$ cat config.mk
export PLATFORM = sky130hd
export DESIGN_NAME = uart_regs
export DESIGN_NICKNAME = d
export VERILOG_FILES = /design/src/rtl/uart_regs_pkg.sv /design/src/rtl/uart_regs_ctrl.sv /design/src/rtl/uart_regs_data.sv /design/src/rtl/uart_regs.sv
export SDC_FILE = /design/constraint.sdc
export NUM_CORES = 1
export LEC_CHECK = 0
export BUFFER_PORTS_ARGS = -buffer_cell sky130_fd_sc_hd__clkbuf_2
export CAP_MARGIN = 30
export CORE_MARGIN = 3
export CORE_UTILIZATION = 50
export CTS_CLUSTER_DIAMETER = 40
export CTS_CLUSTER_SIZE = 40
export DETAILED_ROUTE_END_ITERATION = 7
export GPL_ROUTABILITY_DRIVEN = 0
export PLACE_DENSITY = 0.68
export SYNTH_ARGS = -nofsm -noshare
export SYNTH_HDL_FRONTEND = slang
export SYNTH_SLANG_ARGS = --single-unit
$ cat constraint.sdc
create_clock -name clk -period 3.1 [get_ports clk]
set_clock_uncertainty 0.1 [all_clocks]
set_input_delay 0.155 -clock clk [delete_from_list [all_inputs] [get_ports clk]]
set_output_delay 0.155 -clock clk [all_outputs]
set_load 0.05 [all_outputs]
$ cat src/rtl/uart_regs_pkg.sv
`timescale 1ns/1ps
package uart_regs_pkg;
  localparam int OFS_MODE = 'h00;
  localparam int OFS_CTRL = 'h08;
  localparam int OFS_TXD  = 'h0C;
  localparam int OFS_STAT = 'h10;
  localparam int OFS_RXD  = 'h14;
  localparam int OFS_PORT = 'h20;

  localparam int ST_TEND = 6;
  localparam int ST_TDE  = 5;
  localparam int ST_BRK  = 4;
  localparam int ST_RDF  = 1;
  localparam int ST_DR   = 0;
  localparam int CTRL_TXEN  = 5;
  localparam int CTRL_TXIRQ = 7;

  typedef enum logic [2:0] {
    SEL_NONE, SEL_MODE, SEL_CTRL, SEL_TXD, SEL_STAT, SEL_RXD, SEL_PORT
  } rdSel_e;

  typedef struct packed {
    logic   wrMode;
    logic   wrCtrl;
    logic   wrTx;
    logic   wrStat;
    logic   wrPort;
    logic   rdStat;
    logic   rdRx;
    rdSel_e sel;
  } strobes_t;
endpackage

$ cat src/rtl/uart_regs_ctrl.sv
`timescale 1ns/1ps
module uart_regs_ctrl
  import uart_regs_pkg::*;
#(
  parameter int ADDR_W = 6
) (
  input  logic              clk,
  input  logic              rst,
  input  logic              busEn,
  input  logic              busWr,
  input  logic [ADDR_W-1:0] busAddr,
  output strobes_t          strb,
  output logic              errPulse
);
  logic hit;
  rdSel_e sel;

  always_comb begin
    hit = 1'b1;
    sel = SEL_NONE;
    case (busAddr)
      ADDR_W'(OFS_MODE): sel = SEL_MODE;
      ADDR_W'(OFS_CTRL): sel = SEL_CTRL;
      ADDR_W'(OFS_TXD):  sel = SEL_TXD;
      ADDR_W'(OFS_STAT): sel = SEL_STAT;
      ADDR_W'(OFS_RXD):  sel = SEL_RXD;
      ADDR_W'(OFS_PORT): sel = SEL_PORT;
      default:           hit = 1'b0;
    endcase
  end

  always_comb begin
    strb = '0;
    if (busEn && hit) begin
      if (busWr) begin
        strb.wrMode = (sel == SEL_MODE);
        strb.wrCtrl = (sel == SEL_CTRL);
        strb.wrTx   = (sel == SEL_TXD);
        strb.wrStat = (sel == SEL_STAT);
        strb.wrPort = (sel == SEL_PORT);
      end else begin
        strb.rdStat = (sel == SEL_STAT);
        strb.rdRx   = (sel == SEL_RXD);
        strb.sel    = sel;
      end
    end
  end

  always_ff @(posedge clk) begin
    if (rst) errPulse <= 1'b0;
    else     errPulse <= busEn && !hit;
  end

  // an error pulse only ever follows a bus access
  a_r10_err_source: assert property (@(posedge clk) disable iff (rst)
    errPulse |-> $past(busEn));
endmodule

$ cat src/rtl/uart_regs_data.sv
`timescale 1ns/1ps
module uart_regs_data
  import uart_regs_pkg::*;
#(
  parameter bit FIFO_MODE = 1'b1,
  parameter int RX_DEPTH  = 16
) (
  input  logic       clk,
  input  logic       rst,
  input  strobes_t   strb,
  input  logic [7:0] wdata,
  output logic [7:0] rdata,
  output logic       txValid,
  output logic [7:0] txByte,
  output logic       txIrq,
  input  logic       rxValid,
  input  logic [7:0] rxByte,
  output logic       rxReady,
  input  logic       rxBreak
);
  localparam int CNT_W = $clog2(RX_DEPTH + 1);
  localparam int PTR_W = $clog2(RX_DEPTH);
  localparam logic [7:0] MODE_MASK = FIFO_MODE ? 8'h7B : 8'hFF;
  localparam logic [7:0] CTRL_MASK = FIFO_MODE ? 8'hFA : 8'hFF;
  localparam logic [CNT_W-1:0] FULL_CNT = CNT_W'(RX_DEPTH);

  logic [7:0] modeReg, ctrlReg, portReg, txdReg;
  logic tend, tde, brk, rdf, dr;
  logic nTend, nTde, nBrk, nRdf, nDr;
  logic [7:0] mem [RX_DEPTH];
  logic [PTR_W-1:0] wrPtr, rdPtr;
  logic [CNT_W-1:0] count;
  logic push, pop, full, empty;

  assign full    = (count == FULL_CNT);
  assign empty   = (count == '0);
  assign push    = rxValid && !full;
  assign pop     = strb.rdRx && !empty;
  assign rxReady = !full;
  assign txByte  = txdReg;

  // plain registers
  always_ff @(posedge clk) begin
    if (rst) begin
      modeReg <= 8'h00;
      ctrlReg <= 8'h20;
      portReg <= 8'h00;
      txdReg  <= 8'h00;
      txValid <= 1'b0;
    end else begin
      if (strb.wrMode) modeReg <= wdata & MODE_MASK;
      if (strb.wrCtrl) ctrlReg <= wdata & CTRL_MASK;
      if (strb.wrPort) portReg <= wdata;
      if (strb.wrTx)   txdReg  <= wdata;
      txValid <= strb.wrTx;
    end
  end

  // sticky flags: sources that set win over a software clear
  always_comb begin
    nTend = tend; nTde = tde; nBrk = brk; nRdf = rdf; nDr = dr;
    if (FIFO_MODE && strb.wrStat) begin
      if (!wdata[ST_TEND]) nTend = 1'b0;
      if (!wdata[ST_TDE])  nTde  = 1'b0;
      if (!wdata[ST_BRK])  nBrk  = 1'b0;
      if (!wdata[ST_RDF])  nRdf  = 1'b0;
      if (!wdata[ST_DR])   nDr   = 1'b0;
    end
    if (strb.wrCtrl && !wdata[CTRL_TXEN]) nTend = 1'b1;
    if (strb.wrTx) nTde = 1'b0;
    if (strb.rdStat && ctrlReg[CTRL_TXEN]) begin
      nTde  = 1'b1;
      nTend = 1'b1;
    end
    if (rxBreak) nBrk = 1'b1;
    if (full)    nRdf = 1'b1;
    if (!empty)  nDr  = 1'b1;
  end

  always_ff @(posedge clk) begin
    if (rst) begin
      tend <= 1'b1; tde <= 1'b1; brk <= 1'b0; rdf <= 1'b0; dr <= 1'b0;
    end else begin
      tend <= nTend; tde <= nTde; brk <= nBrk; rdf <= nRdf; dr <= nDr;
    end
  end

  // receive FIFO
  always_ff @(posedge clk) begin
    if (push) mem[wrPtr] <= rxByte;
  end

  always_ff @(posedge clk) begin
    if (rst) begin
      wrPtr <= '0;
      rdPtr <= '0;
      count <= '0;
    end else begin
      if (push) wrPtr <= (wrPtr == PTR_W'(RX_DEPTH - 1)) ? '0 : wrPtr + 1'b1;
      if (pop)  rdPtr <= (rdPtr == PTR_W'(RX_DEPTH - 1)) ? '0 : rdPtr + 1'b1;
      count <= count + CNT_W'(push) - CNT_W'(pop);
    end
  end

  // read mux
  always_comb begin
    case (strb.sel)
      SEL_MODE: rdata = modeReg;
      SEL_CTRL: rdata = ctrlReg;
      SEL_TXD:  rdata = txdReg;
      SEL_STAT: rdata = {1'b0, tend, tde, brk, 2'b00, rdf, dr};
      SEL_RXD:  rdata = empty ? 8'h00 : mem[rdPtr];
      SEL_PORT: rdata = portReg;
      default:  rdata = 8'h00;
    endcase
  end

  generate
    if (FIFO_MODE) begin : g_irq
      assign txIrq = ctrlReg[CTRL_TXIRQ];
      // interrupt line follows the written enable bit
      a_r4_irq_follow: assert property (@(posedge clk) disable iff (rst)
        strb.wrCtrl |=> (txIrq == $past(wdata[CTRL_TXIRQ])));
    end else begin : g_noirq
      assign txIrq = 1'b0;
    end
  endgenerate

  // data write gives a strobe and clears transmit-data-empty
  a_r5_tx_strobe: assert property (@(posedge clk) disable iff (rst)
    strb.wrTx |=> (txValid && !tde));
  // status read with transmit enabled re-arms both transmit flags
  a_r7_read_rearm: assert property (@(posedge clk) disable iff (rst)
    (strb.rdStat && ctrlReg[CTRL_TXEN]) |=> (tde && tend));
  // control write with transmit enable low sets transmit-end
  a_r3_txen_low: assert property (@(posedge clk) disable iff (rst)
    (strb.wrCtrl && !wdata[CTRL_TXEN]) |=> tend);
  // occupancy never exceeds the depth
  a_r8_no_overflow: assert property (@(posedge clk) disable iff (rst)
    count <= FULL_CNT);
  // a byte refused while full does not change occupancy
  a_r8_drop_full: assert property (@(posedge clk) disable iff (rst)
    (rxValid && !rxReady && !strb.rdRx) |=> $stable(count));
  // a nonempty FIFO forces data-ready
  a_r9_dr_set: assert property (@(posedge clk) disable iff (rst)
    !empty |=> dr);
endmodule

$ cat src/rtl/uart_regs.sv
`timescale 1ns/1ps
module uart_regs
  import uart_regs_pkg::*;
#(
  parameter bit FIFO_MODE = 1'b1,
  parameter int RX_DEPTH  = 16,
  parameter int ADDR_W    = 6
) (
  input  logic              clk,
  input  logic              rst,
  input  logic              busEn,
  input  logic              busWr,
  input  logic [ADDR_W-1:0] busAddr,
  input  logic [7:0]        busWdata,
  output logic [7:0]        busRdata,
  output logic              busErr,
  output logic              txValid,
  output logic [7:0]        txByte,
  output logic              txIrq,
  input  logic              rxValid,
  input  logic [7:0]        rxByte,
  output logic              rxReady,
  input  logic              rxBreak
);
  strobes_t strb;

  uart_regs_ctrl #(.ADDR_W(ADDR_W)) u_ctrl (
    .clk(clk), .rst(rst), .busEn(busEn), .busWr(busWr), .busAddr(busAddr),
    .strb(strb), .errPulse(busErr)
  );

  uart_regs_data #(.FIFO_MODE(FIFO_MODE), .RX_DEPTH(RX_DEPTH)) u_data (
    .clk(clk), .rst(rst), .strb(strb), .wdata(busWdata), .rdata(busRdata),
    .txValid(txValid), .txByte(txByte), .txIrq(txIrq),
    .rxValid(rxValid), .rxByte(rxByte), .rxReady(rxReady), .rxBreak(rxBreak)
  );
endmodule

# Yosys cells after proc, flatten, opt, wreduce, memory -nomap -nowiden
# Memory sizes are Yosys's and may differ from the RTL's. A register that Yosys moved wholly into a read port is not among the register bits.
# Cells that the tools add are included.
# word_totals
n_memories	1
out_inout_bits	20
ramBits	128
register_bits	48
# memory_table
name	words	width	rd	rd_clocked_by_memory_dff	write_ports	line_no	text
u_data.mem	16	8	1	1	1	uart_regs_data.sv:30	logic [7:0] mem [RX_DEPTH];
# op_classes
bitwise	1
eq_ne	25
add_sub_neg	4
n_reduce_logical	23
muxes	25
# ops
op	count
8-bit case mux with 6 select lines	1
3-bit == test (second input constant)	6
3-bit case mux with 6 select lines	1
4-bit two-way mux	4
1-bit two-way mux	15
3-bit by 2-bit == test with 1-bit output (second input constant)	4
6-bit by 4-bit == test with 1-bit output (second input constant)	2
6-bit by 5-bit == test with 1-bit output (second input constant)	2
10-bit two-way mux	1
5-bit two-way mux	2
2-bit AND reduction	5
4-bit by 1-bit adder with 4-bit output (second input constant)	2
4-bit == test (second input constant)	2
8-bit two-way mux	1
3-bit by 1-bit == test with 1-bit output (second input constant)	2
6-bit == test (second input constant)	1
1-bit logical AND	6
6-bit logical NOT	1
2-bit by 1-bit != test with 1-bit output (second input constant)	3
2-bit nonzero test	3
6-bit OR reduction	1
5-bit by 1-bit adder with 5-bit output	1
5-bit == test (second input constant)	1
5-bit logical NOT	1
6 further kinds	10

# Depth between registers and ports, before layout
# logic_depth
ltp_word	8
mapped_depth	13
depth_no_buf	13

# Cells and area by module
# A second synthesis with hierarchy kept.
# hier_totals
cells_unflattened	501
area_unflattened_um2	7609.8
# modules_own_cells
mod	instances	area_each_um2	cells_each
uart_regs_data	1	7384.6	468
uart_regs_ctrl	1	225.2	33

# Least setup slack after synthesis
# Ideal clock, no wire load.
# synth_path
path_type	flip-flop to flip-flop
start	register u_data.count[3]
end	register u_data.count[4]
n_path_buf	1
arrival_ps	2742
path_stages_with_launch	13
synth_period_minus_slack_ps	2969
path_slack_ps	131
setup_time_ps	128
path_cell_list	dfxtp_1 -> inv_1 -> ha_1 -> nand4bb_1 -> and2_1 -> clkbuf_1 -> ha_1 -> fa_1 -> a21oi_1 -> nor2_1 -> nor2_1 -> xnor2_1 -> nor2_1
# synth_between
elab_chain_len	5
elab_cells_between_ends	8
# synth_rtl
item	line_no	text
start: declaration	uart_regs_data.sv:32	logic [CNT_W-1:0] count;
start signal: assignment	uart_regs_data.sv:101	count <= count + CNT_W'(push) - CNT_W'(pop);
5-bit == test	uart_regs_data.sv:35	assign full = (count == FULL_CNT);
1-bit logical NOT	-	
net rxReady	uart_regs.sv:22	output logic rxReady,
1-bit logical AND	uart_regs_data.sv:37	assign push = rxValid && !full;
net u_data.push	uart_regs_data.sv:33	logic push, pop, full, empty;
5-bit by 1-bit adder with 5-bit output	uart_regs_data.sv:101	
5-bit by 1-bit subtractor with 5-bit output	uart_regs_data.sv:101	
# The timed path passes the listed nets, and every way through them passes these cells.
# A chain may end at the register's enable or synchronous reset.

==> results by stage <==
Run status:
- The run finished with clean final reports.

Floorplanning:
- The die is 130 µm wide.
- The die covers 16800 µm².
- The die is 130 µm tall.
- For this design the top-level I/O count stands at 48.
- In this run the core area contains 44 standard-cell rows.
- In this run the standard cell core region covers 14800 µm².
- For this configuration, the core starts out at a cell density of 51.8%.

Worst setup path:
- The endpoint required time on the critical path is 2.84 ns.
- The worst path arrival time is 2.70 ns.
- STA classifies the critical path startpoint as a flop.
- The startpoint-to-endpoint class of the critical path is reg -> out.
- Along the worst path, the maximum fanout reaches 20.
- On the critical path, the stage with the largest delay is an instance of mux4_2.
- Traced cell by cell, the critical path runs through buf_12 > mux4_2 > mux2_2 > a21oi_1 > o22ai_1 > clkbuf_2.
- The type of element capturing the critical path is an output port.
- The delay of the slowest cell on the worst path is 0.53 ns.

Layout:
- The antenna diode instance count is 0.
- The post-route standard cell area excluding fillers is 9050 µm².
- The number of filler instances in the final layout is 1103.
- The number of non-filler instances in the completed layout is 817.
- The area added between synthesis and finish is 18.3%.
- Of the cells placed in the final design, the portion with a size suffix greater than 1 is 26.5%.
- The final net count is 659.

Drt:
- In the routed design, unresolved DRC markers number 0.
- The DRC marker count from the first detailed-route iteration is 327.
- The vias per cell is 5.96.
- Summed over all layers, the routed wires come to 16.9 mm.
- The average wire per standard cell is 20.7 µm.
- In this run the remaining antenna-violating nets after routing total 0.
- The first-pass detailed-route iteration total is 5.
- The number of vias in the routed layout is 4872.

Synth:
- edfxtp_1 takes more of the synthesized area than any other cell.
- When the netlist entered floorplanning its net count stood at 575.
- The share of synthesized flip-flops with an asynchronous set or reset is 0%.
- The synthesized area per cell is 14.3 µm².
- In this run, distinct cell masters in the synthesized netlist total 62.
- Synthesis handed over a netlist of 536 instances.
- The post-synthesis instance area is 7650 µm².
- The most frequently used flop master after synthesis is edfxtp_1.
- The proportion of synthesized chip area in sequential cells is 63.9%.
- The share of synthesized area in the top cell type comes to 50.3%.
- The Yosys step of the flow raised 0 warnings.
- The number of flip-flops and latches in the synthesized netlist is 180.
- The number of flops mapped to enable cells by yosys is 128.
- By area the synthesized netlist is led by edfxtp_1, dfxtp_1, mux4_2, mux2i_1, nor2_1.

Clock network:
- The clock drives 180 sinks.
- The insertion delay of the later-clocked pin in the worst-skew pair is 0.44 ns.
- No sink is reached through more buffers than the 2 on the longest clock path.
- Clock tree synthesis selected as its root buffer the cell clkbuf_16.
- TritonCTS built the clock tree.
- The post-CTS clock slew at the launch and capture registers of the worst setup and hold paths is 0.07 ns.
- Post-CTS timing repair inserted 0 buffers for setup.
- The maximum level of the CTS H-tree is 4.
- The number of buffers created by CTS is 17.

Global routing:
- Global routing used 21.4% of the available tracks across all layers.
- The wire length of the first global-routing pass is 26.6 mm.
- The pin count of the biggest net entering global routing is 35.
- The initial antenna violation count was 0.
- The via count of the first global-routing pass was 4793.
- Global routing finished with a remaining overflow of 0.

Placement:
- The half-perimeter wire length after placement is 11.4 mm.
- Once placement finished, the instance area stood at 8300 µm².
- Counting tap cells, the placed design contains a total of 774 instances.
- The number of input and output port buffers inserted is 47.

STA:
- The final hold violation count is 0.
- After layout, the worst path uses 95.5% of the clock period.
- At the pin with the least slew margin, the transition time is 0.803 ns.
- The worst slew slack as a fraction of its limit is 46.1%.
- The setup-violating endpoint count in the final report is 0.
- Across all hold checks on the routed design, the worst slack comes to 0.0301 ns.
- The clock period could shrink to 2.96 ns.
- Derived from the worst setup path, the maximum achievable clock frequency is 338 MHz.
- The number of pins with negative max-slew slack in the final report was 0.
- Adding up every negative setup slack in the final design gives 0 ns.

Power:
- The worst ir drop on vdd is 575 µV.
- The areal power density over the cells is 609 nW/µm².
- The analysis attributes to cell leakage a power of 3.25 nW.
- Power comes to 5.51 mW.

Hold path:
- The worst min-delay path category is in -> reg.

Job:
- The total of max-cap violations is 0.
state kept, by name (all words and copies together) (netlist names), named ones only:
name,count
u_data.mem,128
u_ctrl.errPulse,1
u_data.ctrlReg,6
u_data.portReg,8
u_data.wrPtr,4
u_data.tde,1
u_data.txByte,8
u_data.modeReg,6
u_data.count,5
u_data.brk,1
u_data.dr,1
u_data.rdf,1
u_data.txValid,1
u_data.rdPtr,4
u_data.tend,1
layout make-up:
type / instances / area [µm²] / share of cell area [%]
well taps: 184 / 230 / 2.54
clock inverters: 15 / 210 / 2.32
inverters: 9 / 33.8 / 0.373
repair buffers: 93 / 646 / 7.14
clock buffers: 17 / 425 / 4.70
flip-flops and latches: 180 / 4890 / 54.0
multi-input cells: 319 / 2620 / 28.9
worst paths after layout:
kind / startpoint / to / slack [ns] / cells past startpoint
worst min-delay path: rxByte[7] / u_data.mem[10][7] / 0.03 / 1
worst max register to register: u_data.count[3] / u_data.count[4] / 0.20 / 13
worst max-delay path: flop / busRdata[2] / 0.14 / 6
worst min register to register: u_data.txByte[6] / u_data.txByte[6] / 0.38 / 2
timing repair:
item / CTS / global route
endpoints found under the setup margin: 0 / 1
resized for setup: 0 / 1
hold endpoints to repair: 30 / 0
hold buffers: 11 / 0
metal layers:
| metal | vias to the layer above | GRT usage, % | wire [µm] |
|---|---|---|---|
| li1 | 2239 | - | - |
| met1 | 2458 | 29.6 | 7440 |
| met2 | 150 | 33.6 | 8280 |
| met3 | 25 | 5.11 | 914 |
| met4 | 0 | 7.33 | 279 |
| met5 | - | 0 | 0 |
Yosys cell counts (9+ instances only):
| master | n |
|---|---|
| a21oi_1 | 27 |
| clkbuf_1 | 18 |
| dfxtp_1 | 52 |
| edfxtp_1 | 128 |
| ha_1 | 10 |
| inv_1 | 9 |
| mux2i_1 | 33 |
| mux4_2 | 32 |
| nand2_1 | 29 |
| nand3_1 | 9 |
| nor2_1 | 57 |
| nor3_1 | 13 |
| o21ai_0 | 13 |
placed cells by master, fill, tap and decap left out, types with 2 or more instances in the layout:
master	netlist	routed
inv_8	0	5
ha_1	10	10
nor2b_1	8	8
nor3_1	13	13
nand2b_1	4	4
buf_4	0	32
dfxtp_1	52	51
a41oi_1	2	2
mux2i_1	33	33
mux4_2	32	32
dlygate4sd3_1	0	11
nor2_1	57	57
o32ai_1	3	3
o211ai_1	6	6
nor3b_1	2	2
nand2_1	29	29
clkinv_4	0	3
a21o_2	2	2
xor2_1	3	3
o22ai_1	2	2
inv_1	9	9
and3_1	3	3
nor4_1	2	2
o211a_1	2	2
nand4_1	2	2
clkbuf_16	0	17
buf_12	0	3
clkbuf_2	0	47
mux2_2	8	8
bufinv_16	0	3
or3_1	3	2
nor4b_1	4	4
nand3_1	9	9
xnor2_1	4	4
o21ai_0	13	13
a21oi_1	27	27
edfxtp_1	128	128
or3_4	1	2
a211oi_1	4	4
a31oi_1	5	5
worst max-delay path, delay by kind of cell, from the launching register on:
kind | cells | cell delay, ns
DFF | 1 | 0.50
muxes | 2 | 0.81
buffers and inverters | 2 | 0.50
AOI/OAI and AO/OA | 2 | 0.45
cells by family after synthesis:
logic type / Yosys count / synth area share [%]
adder cells (fa/ha/maj): 11 / 1.90
AO/OA/AOI/OAI: 80 / 6.87
multiplexers: 73 / 14.9
XOR/XNOR: 7 / 0.802
flip-flops: 180 / 63.9
AND/OR/NAND/NOR: 148 / 9.65
buffers and inverters: 37 / 1.98
through the flow:
step | utilization, % | worst slack [ns]
final | 61.3 | 0.140
after global routing | 61.3 | -0.00140
after CTS | 61.3 | 0.0846
after detailed placement | 56.2 | 0.204
after global placement | 56.1 | 0.181
after floorplan | - | 0.131
report_power, final:
| group | total (mW) | internal [mW] | switching (mW) |
|---|---|---|---|
| Clock | 2.28 | 1.31 | 0.978 |
| Combinational | 0.530 | 0.221 | 0.309 |
| Sequential | 2.69 | 2.65 | 0.0408 |
| Total | 5.51 | 4.18 | 1.33 |
Power figures use the tool's default switching activity.
